===== config.mk =====
export PLATFORM = sky130hd
export DESIGN_NAME = burst_addr_gen
export DESIGN_NICKNAME = d
export VERILOG_FILES = /design/src/rtl/bag_pkg.sv /design/src/rtl/bag_rst_sync.sv /design/src/rtl/bag_burst_state.sv /design/src/rtl/bag_order_map.sv /design/src/rtl/burst_addr_gen.sv
export SDC_FILE = /design/constraint.sdc
export NUM_CORES = 1
export LEC_CHECK = 0
export CAP_MARGIN = 20
export CORE_MARGIN = 2
export CORE_UTILIZATION = 45
export DETAILED_ROUTE_END_ITERATION = 12
export DONT_BUFFER_PORTS = 1
export GPL_TIMING_DRIVEN = 0
export PLACE_DENSITY = 0.69
export SYNTH_ARGS = -nofsm -noshare
export SYNTH_HDL_FRONTEND = slang
export SYNTH_SLANG_ARGS = --single-unit
export TNS_END_PERCENT = 30

===== constraint.sdc =====
create_clock -name clk -period 1.4 [get_ports clk]
set_clock_uncertainty 0.1 [all_clocks]
set_input_delay 0.14 -clock clk [delete_from_list [all_inputs] [get_ports clk]]
set_output_delay 0.14 -clock clk [all_outputs]
set_load 0.005 [all_outputs]

===== src/rtl/bag_pkg.sv =====
package bag_pkg;
  typedef enum logic {
    ORD_INTERLEAVED = 1'b0,
    ORD_LINEAR      = 1'b1
  } order_t;
endpackage


===== src/rtl/bag_rst_sync.sv =====
// Reset is asserted asynchronously; release passes through a flop chain.
module bag_rst_sync #(
  parameter int STAGES = 2
) (
  input  logic clk,
  input  logic rst_n,
  output logic rst_sync_n
);
  logic [STAGES-1:0] chain_q;

  generate
    if (STAGES == 1) begin : g_single
      always_ff @(posedge clk or negedge rst_n) begin
        if (!rst_n) chain_q <= '0;
        else        chain_q <= 1'b1;
      end
    end else begin : g_multi
      always_ff @(posedge clk or negedge rst_n) begin
        if (!rst_n) chain_q <= '0;
        else        chain_q <= {chain_q[STAGES-2:0], 1'b1};
      end
    end
  endgenerate

  assign rst_sync_n = chain_q[STAGES-1];
endmodule


===== src/rtl/bag_burst_state.sv =====
// Holds the loaded upper bits, the base low bits, the beat counter and
// the ordering captured at load.
module bag_burst_state
  import bag_pkg::*;
#(
  parameter int ADDR_W = 16,
  parameter int BEAT_W = 2
) (
  input  logic                     clk,
  input  logic                     rst_n,
  input  logic                     load,
  input  logic                     step,
  input  logic [ADDR_W-1:0]        addr_in,
  input  logic                     order_lin,
  output logic [ADDR_W-1:BEAT_W]   upper_q,
  output logic [BEAT_W-1:0]        base_q,
  output logic [BEAT_W-1:0]        beat_q,
  output order_t                   ord_q
);
  logic [ADDR_W-1:BEAT_W] upper_d;
  logic [BEAT_W-1:0]      base_d;
  logic [BEAT_W-1:0]      beat_d;
  order_t                 ord_d;
  logic                   upd_en;

  // Load has priority over step.
  always_comb begin
    upper_d = upper_q;
    base_d  = base_q;
    beat_d  = beat_q;
    ord_d   = ord_q;
    if (load) begin
      upper_d = addr_in[ADDR_W-1:BEAT_W];
      base_d  = addr_in[BEAT_W-1:0];
      beat_d  = '0;
      ord_d   = order_lin ? ORD_LINEAR : ORD_INTERLEAVED;
    end else if (step) begin
      beat_d  = beat_q + 1'b1;
    end
  end

  assign upd_en = load | step;

  always_ff @(posedge clk or negedge rst_n) begin
    if (!rst_n) begin
      upper_q <= '0;
      base_q  <= '0;
      beat_q  <= '0;
      ord_q   <= ORD_INTERLEAVED;
    end else if (upd_en) begin
      upper_q <= upper_d;
      base_q  <= base_d;
      beat_q  <= beat_d;
      ord_q   <= ord_d;
    end
  end
endmodule


===== src/rtl/bag_order_map.sv =====
// Maps base and beat number to the low address bits for the selected ordering.
module bag_order_map
  import bag_pkg::*;
#(
  parameter int BEAT_W = 2
) (
  input  logic [BEAT_W-1:0] base,
  input  logic [BEAT_W-1:0] beat,
  input  order_t            ord,
  output logic [BEAT_W-1:0] low
);
  logic [BEAT_W-1:0] lin_low;
  logic [BEAT_W-1:0] ilv_low;

  assign lin_low = base + beat;

  genvar i;
  generate
    for (i = 0; i < BEAT_W; i++) begin : g_xor
      assign ilv_low[i] = base[i] ^ beat[i];
    end
  endgenerate

  always_comb begin
    unique case (ord)
      ORD_LINEAR:      low = lin_low;
      default:         low = ilv_low;
    endcase
  end
endmodule


===== src/rtl/burst_addr_gen.sv =====
module burst_addr_gen
  import bag_pkg::*;
#(
  parameter int ADDR_W    = 16,
  parameter int BEAT_W    = 2,
  parameter int RST_STAGE = 2
) (
  input  logic              clk,
  input  logic              rst_n,
  input  logic [ADDR_W-1:0] addr_in,
  input  logic              start_proc,
  input  logic              start_cache,
  input  logic              advance,
  input  logic              order_lin,
  output logic [ADDR_W-1:0] addr_out
);
  logic                   rst_sync_n;
  logic                   load;
  logic [ADDR_W-1:BEAT_W] upper_q;
  logic [BEAT_W-1:0]      base_q;
  logic [BEAT_W-1:0]      beat_q;
  order_t                 ord_q;
  logic [BEAT_W-1:0]      low;
  logic                   ord_is_lin;

  bag_rst_sync #(.STAGES(RST_STAGE)) u_rst (
    .clk        (clk),
    .rst_n      (rst_n),
    .rst_sync_n (rst_sync_n)
  );

  assign load = start_proc | start_cache;

  bag_burst_state #(.ADDR_W(ADDR_W), .BEAT_W(BEAT_W)) u_state (
    .clk       (clk),
    .rst_n     (rst_sync_n),
    .load      (load),
    .step      (advance),
    .addr_in   (addr_in),
    .order_lin (order_lin),
    .upper_q   (upper_q),
    .base_q    (base_q),
    .beat_q    (beat_q),
    .ord_q     (ord_q)
  );

  bag_order_map #(.BEAT_W(BEAT_W)) u_map (
    .base (base_q),
    .beat (beat_q),
    .ord  (ord_q),
    .low  (low)
  );

  assign ord_is_lin = (ord_q == ORD_LINEAR);
  assign addr_out   = {upper_q, low};
endmodule


# After elaboration in Yosys (flattened, before gate mapping)
# Cells that the tools add are included.
# Widths: inputs -> output; s select.
classes:
  n_bitwise: 4
  n_reduce_logical: 3
  n_mux: 4
  n_addsub: 2
ops:
  columns: ["operator", "count"]
  rows:
  - ["$mux 2", 3]
  - ["$reduce_and 2->1", 2]
  - ["$add 2x1->2 const B", 1]
  - ["$add 2x2->2", 1]
  - ["$or 1x1->1", 2]
  - ["$reduce_bool 2->1", 1]
  - ["$xor 1x1->1", 2]
  - ["$mux 1", 1]
word_totals:
  wordCells: 18
  reg_bits: 21
  input_bits: 22

# Longest topological paths before layout
# Gate-level depths: netlist of run 1.
logic_depth:
  depth_word: 3
  mapped_depth: 4
  ltp_nobuf: 3

# Modules after synthesis
# From an unflattened synthesis of run 1, not the netlist that was laid out.
unflattened:
  hier_cells: 51
  area_unflattened_um2: 857.1
modules_own_cells:
  columns: ["module", "instances", "area_each_um2", "cells_per_inst", "seq_area_each_um2"]
  rows:
  - ["bag_burst_state", 1, 763.2, 43, 475.5]
  - ["bag_rst_sync", 1, 53.8, 3, 50.0]
  - ["bag_order_map", 1, 33.8, 4, 0.0]
  - ["burst_addr_gen", 1, 6.3, 1, 0.0]

# Least setup slack after synthesis of run 1
# No wires, ideal clock.
synth_path:
  path_type: "input-to-reg"
  from: "input start_cache"
  to: "register u_state.base_q[1]"
  setup_slack_ns: 0.252
  path_buffers: 2
  cell_stages: 4
  setup_time_ns: 0.125
  arrival_ns: 0.923
  cell_sequence: "or2_1 > buf_6 > buf_12 > mux2_4"
synth_between:
  elab_chain_cells: 3
synth_lines:
  columns: ["element", "line_no", "text"]
  rows:
  - ["start, declared", "burst_addr_gen.sv:12", "input logic start_cache,"]
  - ["$or 1x1->1 *", "burst_addr_gen.sv:32", "assign load = start_proc | start_cache;"]
  - ["$or 1x1->1", "bag_burst_state.sv:42", "assign upd_en = load | step;"]
  - ["$reduce_and 2->1 (no source line) *", null, null]
  - ["end signal, assigned", "bag_burst_state.sv:52", "base_q <= base_d;"]
  - ["end, declared", "bag_burst_state.sv:16", "output logic [BEAT_W-1:0] base_q,"]
# Every way passes the cells marked *; elsewhere a longest branch is shown, timed or not.
# A chain may end at the register's enable or synchronous reset.

# Worst setup path after layout of run 1
layout_path:
  from: "register u_state.base_q[0]"
  to: "output addr_out[1]"
layout_between:
  elab_chain_cells: 2
layout_lines:
  columns: ["element", "line_no", "text"]
  rows:
  - ["$add 2x2->2", "bag_order_map.sv:15", "assign lin_low = base + beat;"]
  - ["$mux 2", "bag_order_map.sv:25", "unique case (ord)"]
  - ["end, declared", "burst_addr_gen.sv:15", "output logic [ADDR_W-1:0] addr_out"]
# Every way passes these cells.

==> results of run 1 <==
sequential cells by signal (all words and copies together) (netlist names):
signal	cells
u_state.beat_q	2
u_state.base_q	2
u_state.upper_q	14
u_state.ord_q	1
u_rst.chain_q	2
worst max path at each step:
stage / to / startpoint / slack (ns)
final: addr_out[1] / u_state.base_q[0] / 0.08
after global routing: addr_out[1] / u_state.base_q[0] / 0.004
after CTS: addr_out[1] / u_state.beat_q[0] / 0.03
after detailed placement: u_state.upper_q[2] / start_cache / 0.22
after global placement: u_state.upper_q[10] / start_cache / 0.22
after floorplan: u_state.base_q[1] / start_cache / 0.25
timing repair:
action | in CTS | in global routing
hold buffers | 20 | 0
setup endpoints to repair | 0 | 1
setup buffers | 0 | 1
endpoints found under the hold margin | 21 | 0
logic make-up after synthesis:
| group | Yosys count | synth area share, % |
|---|---|---|
| flops | 21 | 61.31 |
| simple gates | 4 | 2.482 |
| mux | 17 | 25.84 |
| other cells | 1 | 0.4375 |
| buf+inv | 2 | 3.650 |
| xor+xnor | 3 | 3.066 |
| fa+ha+maj | 1 | 1.460 |
| compound gates | 2 | 1.751 |
where the power goes:
group          leakage [nW]  internal (W)  switching [W]  total, W
Clock                0.0150      0.000111       0.000169  0.000280
Combinational         0.245      0.000105      0.0000411  0.000147
Sequential            0.249      0.000653      0.0000417  0.000694
routing by layer:
layer  global-route usage (%)  vias to the layer above
met4                    8.108                        0
met1                    15.09                      248
met5                        0                        -
met3                    4.151                        2
met2                    21.62                       13
li1                         -                      224
through the flow:
| step | utilization [%] | cells | instance area [µm²] | setup WS, ns |
|---|---|---|---|---|
| 2_1_floorplan | - | 51 | 857.1 | 0.2515 |
| 3_3_place_gp | 50.35 | 76 | 888.4 | 0.2194 |
| 3_5_place_dp | 50.35 | 76 | 888.4 | 0.2162 |
| 4_1_cts | 63.19 | 100 | 1115 | 0.02900 |
| 5_1_grt | 63.62 | 101 | 1122 | 0.003995 |
| 6_report | 63.62 | 101 | 1122 | 0.08428 |
cell type report:
cell class | instances | area [µm²]
Sequential cell | 21 | 525.5
Clock buffer | 4 | 26.28
Multi-Input combinational cell | 28 | 300.3
Buffer | 2 | 31.28
Timing Repair Buffer | 21 | 207.7
Fill cell | 144 | 641.9
Tap cell | 25 | 31.28
Yosys cell counts (all sizes together):
| cell type | n |
|---|---|
| nand3b | 1 |
| ha | 1 |
| nand2 | 1 |
| or2 | 1 |
| mux2 | 17 |
| xnor2 | 2 |
| a21bo | 1 |
| dfrtp | 21 |
| buf | 2 |
| a21oi | 1 |
| xor2 | 1 |
| nor2 | 1 |
| conb | 1 |
worst min-delay path, stage by stage:
cell	delay [ns]
or2_1	0.09
buf_6	0.15
mux2_2	0.16
==> flow_summary.ini, run 1 <==
[outcome]
outcome = finished clean

[synthesis]
yosys.area.top_type = dfrtp_1
postSynthAreaPerCell_um2 = 16.81
synthCells = 51
yosysSeqAreaShare_pct = 61.31
synthesis.nets = 74
yosysUniqueCellTypes = 15
synth-seq-cells = 21
syn_area_um2 = 857.1
yosys_warnings = 0
synth_top_area_share_pct = 61.31
synthTopCellsByArea = dfrtp_1, mux2_4, mux2_2, buf_12, xnor2_1

[clock_tree]
clockBufferDepth = 2
htreeDepth = 1
post_cts_resized = 0
cts_buffers = 3
path_clk_slew_ns = 0.11
cts_root_buf = clkbuf_4
cts_tree = built
clock-sinks = 21
clk_latency_ns = 0.29

[critical_path]
r2r.worst_path.cells = 3
crit_path_start_kind = flop
r2r_end = u_state.beat_q[1]
crit_cells = 3
ff2ff_setup_slack_ns = 0.40
crit_path_end_kind = output port
crit_chain = ha_1 -> nand2_1 -> xnor2_1
crit_family = flip-flops
timing.rr.start = u_state.beat_q[0]
cp.required_ns = 1.16
path_buf_inv = 0
slowest_stage = dfrtp_1
arrival_ns = 1.08
critPathMaxStageDelay_ns = 0.39
worst-path-max-fanout = 2
crit_type = flop to output port

[sta]
tns_ns = 0
timing.hold.ws_ns = 0.1740
timing.final.max_slew_violations = 0
hold_viol_final = 0
min_period_ns = 1.316
slew_headroom_pct = 52.63
finalCritPeriodShare_pct = 93.98
worst_slew_pin_slew_ns = 0.7106
grt_setup_unrepaired = no
setup_viol = 0
max_freq_mhz = 760.0

[routing]
drc_errors = 0
wl_mm = 1.352
via_per_inst = 4.822
wl_met3_um = 49
drt_iter0_drc = 1
ant_nets = 0
m1WireLength_um = 565
wl_met2_um = 722
drtPass1Iterations = 3
top_layer_used = met4
wl_per_cell_um = 13.39
vias = 487

[layout]
final_cell_mix = dfrtp_1, dlygate4sd3_1, mux2_2
drive_gt1_share_pct = 31.58
final_common_cell = dfrtp_1
diodes = 0
nNetsFinal = 100
area_delta_synth_final_pct = 30.95

[global_routing]
global_route.overflow_total = 0
grt_pass1_wl_mm = 2.007
grt_pass1_vias = 502
antenna_found_initial = 0
grt_usage_pct = 13.22
grt_max_degree = 20

[worst_hold_path]
worstHoldPathCells = 3
hold_class = primary input to flop
min_from = start_proc
hold_end = u_state.upper_q[13]

[floorplan]
initial_core_util_pct = 48.58
pin_count = 38
die_y_um = 47.64
die-width_um = 47.64
fp.coreArea_um2 = 1764
row_count = 15
dieArea_um2 = 2270

[pwr]
pwr_density_cell_nw_per_um2 = 998.6
vdd_ir_drop_max_mv = 0.5417
p_total_w = 0.001121
leakagePower_nw = 0.5090

[placement]
finalWeightedCongestion = 0.6426
port_buffers = 0
hpwl_um = 932

[job]
cap_viol_max_count = 0
Power figures use the tool's default switching activity.
==> run 2: changes to the inputs <==
Settings changed: SYNTH_HIERARCHICAL set to 1.
==> flow_summary.ini, run 2 <==
[outcome]
outcome = finished clean

[synthesis]
synth_top_area_share_pct = 61.31
synth-edff-count = 0
synthesis.nets = 74
synth.most_common_cell = dfrtp_1
synthTopCellsByArea = dfrtp_1, mux2_4, mux2_2, buf_12, xnor2_1
postSynthAreaPerCell_um2 = 16.81
yosys_most_used_dff = dfrtp_1
yosys_warnings = 6
synth-seq-cells = 21
yosys.area.top_type = dfrtp_1
synthCells = 51
yosysSeqAreaShare_pct = 61.31
syn_area_um2 = 857.1
yosysUniqueCellTypes = 15
synth_common_cells = dfrtp_1, mux2_2, mux2_4
synthArstFlopShare_pct = 100.0

[job]
cap_viol_max_count = 0

[sta]
finalCritPeriodShare_pct = 96.02
timing.final.max_slew_violations = 0
max_freq_mhz = 743.9
worst_slew_pin_slew_ns = 0.7294
timing.hold.ws_ns = 0.1733
min_period_ns = 1.344
grt_setup_unrepaired = yes
hold_viol_final = 0
setup_viol = 0
slew_headroom_pct = 51.37

[floorplan]
die_y_um = 47.64
row_count = 15
pin_count = 38
dieArea_um2 = 2270
initial_core_util_pct = 48.58
die-width_um = 47.64
fp.coreArea_um2 = 1764

[critical_path]
arrival_ns = 1.10
worst-path-max-fanout = 4
crit_path_end_kind = output port
ff2ff_setup_slack_ns = 0.48
cp.required_ns = 1.16
crit_type = flop to output port
r2r.worst_path.cells = 2
crit_path_start_kind = flop

[worst_hold_path]
hold_class = primary input to flop
worstHoldPathCells = 3

[layout]
largest-register = u_state/upper_q
final_common_cell = dfrtp_1
fillers = 139
nNetsFinal = 99
diodes = 0
final_cell_mix = dfrtp_1, dlygate4sd3_1, mux2_2
final_cells = 100
drive_gt1_share_pct = 36.00
largest_reg_flops = 14
area_delta_synth_final_pct = 31.68

[clock_tree]
clockBufferDepth = 2
clk_latency_ns = 0.30
cts_buffers = 3
cts_root_buf = clkbuf_4
clock-sinks = 21
htreeDepth = 1
path_clk_slew_ns = 0.11
cts_tree = built

[placement]
hpwl_um = 851.4
finalWeightedCongestion = 0.5488
port_buffers = 0
place_inst = 76

[pwr]
pwr_density_cell_nw_per_um2 = 998.3
vdd_ir_drop_max_mv = 0.6109
leakagePower_nw = 0.5127

[global_routing]
global_route.overflow_total = 0
grt_max_degree = 20
grt_pass1_vias = 535
grt_pass1_wl_mm = 2.235
grt_usage_pct = 14.53
antenna_found_initial = 0

[routing]
drt_iter0_drc = 5
drtPass1Iterations = 4
wl_mm = 1.409
wl_per_cell_um = 14.09
via_per_inst = 4.730
vias = 473
ant_nets = 0
drc_errors = 0
==> run 2: cell counts after synthesis <==
No cell type changed its count.
==> run 2: cell families after synthesis <==
group,Yosys count,synth area share [%]
flip-flops,21,61.31
XOR/XNOR,3,3.066
multiplexers,17,25.84
adder cells (fa/ha/maj),1,1.460
buffers and inverters,2,3.650
AO/OA/AOI/OAI,2,1.751
other,1,0.4375
AND/OR/NAND/NOR,4,2.482
==> run 2: final timing paths <==
path	startpoint	to
max in group asynchronous	u_rst/chain_q[1]	u_state/upper_q[12]
worst max register to register	u_state/beat_q[0]	u_state/beat_q[1]
worst min-delay path	start_proc	u_state/upper_q[3]
min in group asynchronous	u_rst/chain_q[1]	u_state/upper_q[9]
worst max-delay path	u_state/beat_q[0]	addr_out[1]
worst min register to register	u_rst/chain_q[1]	u_state/upper_q[9]
==> run 2: worst max-delay path, cell delays in order (launching register included) <==
cell,delay [ns]
dfrtp_1,0.42
ha_2,0.20
nand2_2,0.06
xnor2_2,0.13
==> run 2: what timing repair did <==
item                       CTS  global route
hold buffers                20             0
gates resized for setup      0             3
setup buffers                0             0
setup endpoints to repair    0             1
hold endpoints to repair    21             0
==> run 2: per-layer routing <==
metal	vias up	wire length [µm]	GRT usage (%)	part of all wire, %
met5	-	0	0	0
met4	0	12	6.486	0.85
met3	2	68	3.396	4.8
met2	17	754	24.86	54
met1	233	573	17.49	41
li1	221	-	-	-
==> run 2: final cells by class <==
class                           instances  area (µm²)  area share (%)
Sequential cell                        21       525.5           46.56
Multi-Input combinational cell         28       312.8           27.72
Timing Repair Buffer                   20       200.2           17.74
Buffer                                  2       31.28           2.772
Tap cell                               25       31.28           2.772
Clock buffer                            3       22.52           1.996
Clock inverter                          1       5.005          0.4435
==> run 2: power breakdown <==
group / switching [W] / internal [W]
Clock: 0.000177 / 0.000106
Combinational: 0.0000416 / 0.000106
Sequential: 0.0000426 / 0.000653
Total: 0.000261 / 0.000865
==> run 2: stage by stage <==
stage | power (W) | instance area, µm² | TNS, ns | utilization [%] | worst slack, ns
floorplan | 0.0007868 | 857.1 | 0 | - | 0.2515
global placement | 0.0008037 | 888.4 | 0 | 50.35 | 0.2211
detailed placement | 0.0008068 | 888.4 | 0 | 50.35 | 0.2106
CTS | 0.001133 | 1116 | 0 | 63.26 | 0.02059
global route | 0.001192 | 1129 | -0.03546 | 63.97 | -0.03546
finish | 0.001127 | 1129 | 0 | 63.97 | 0.05566
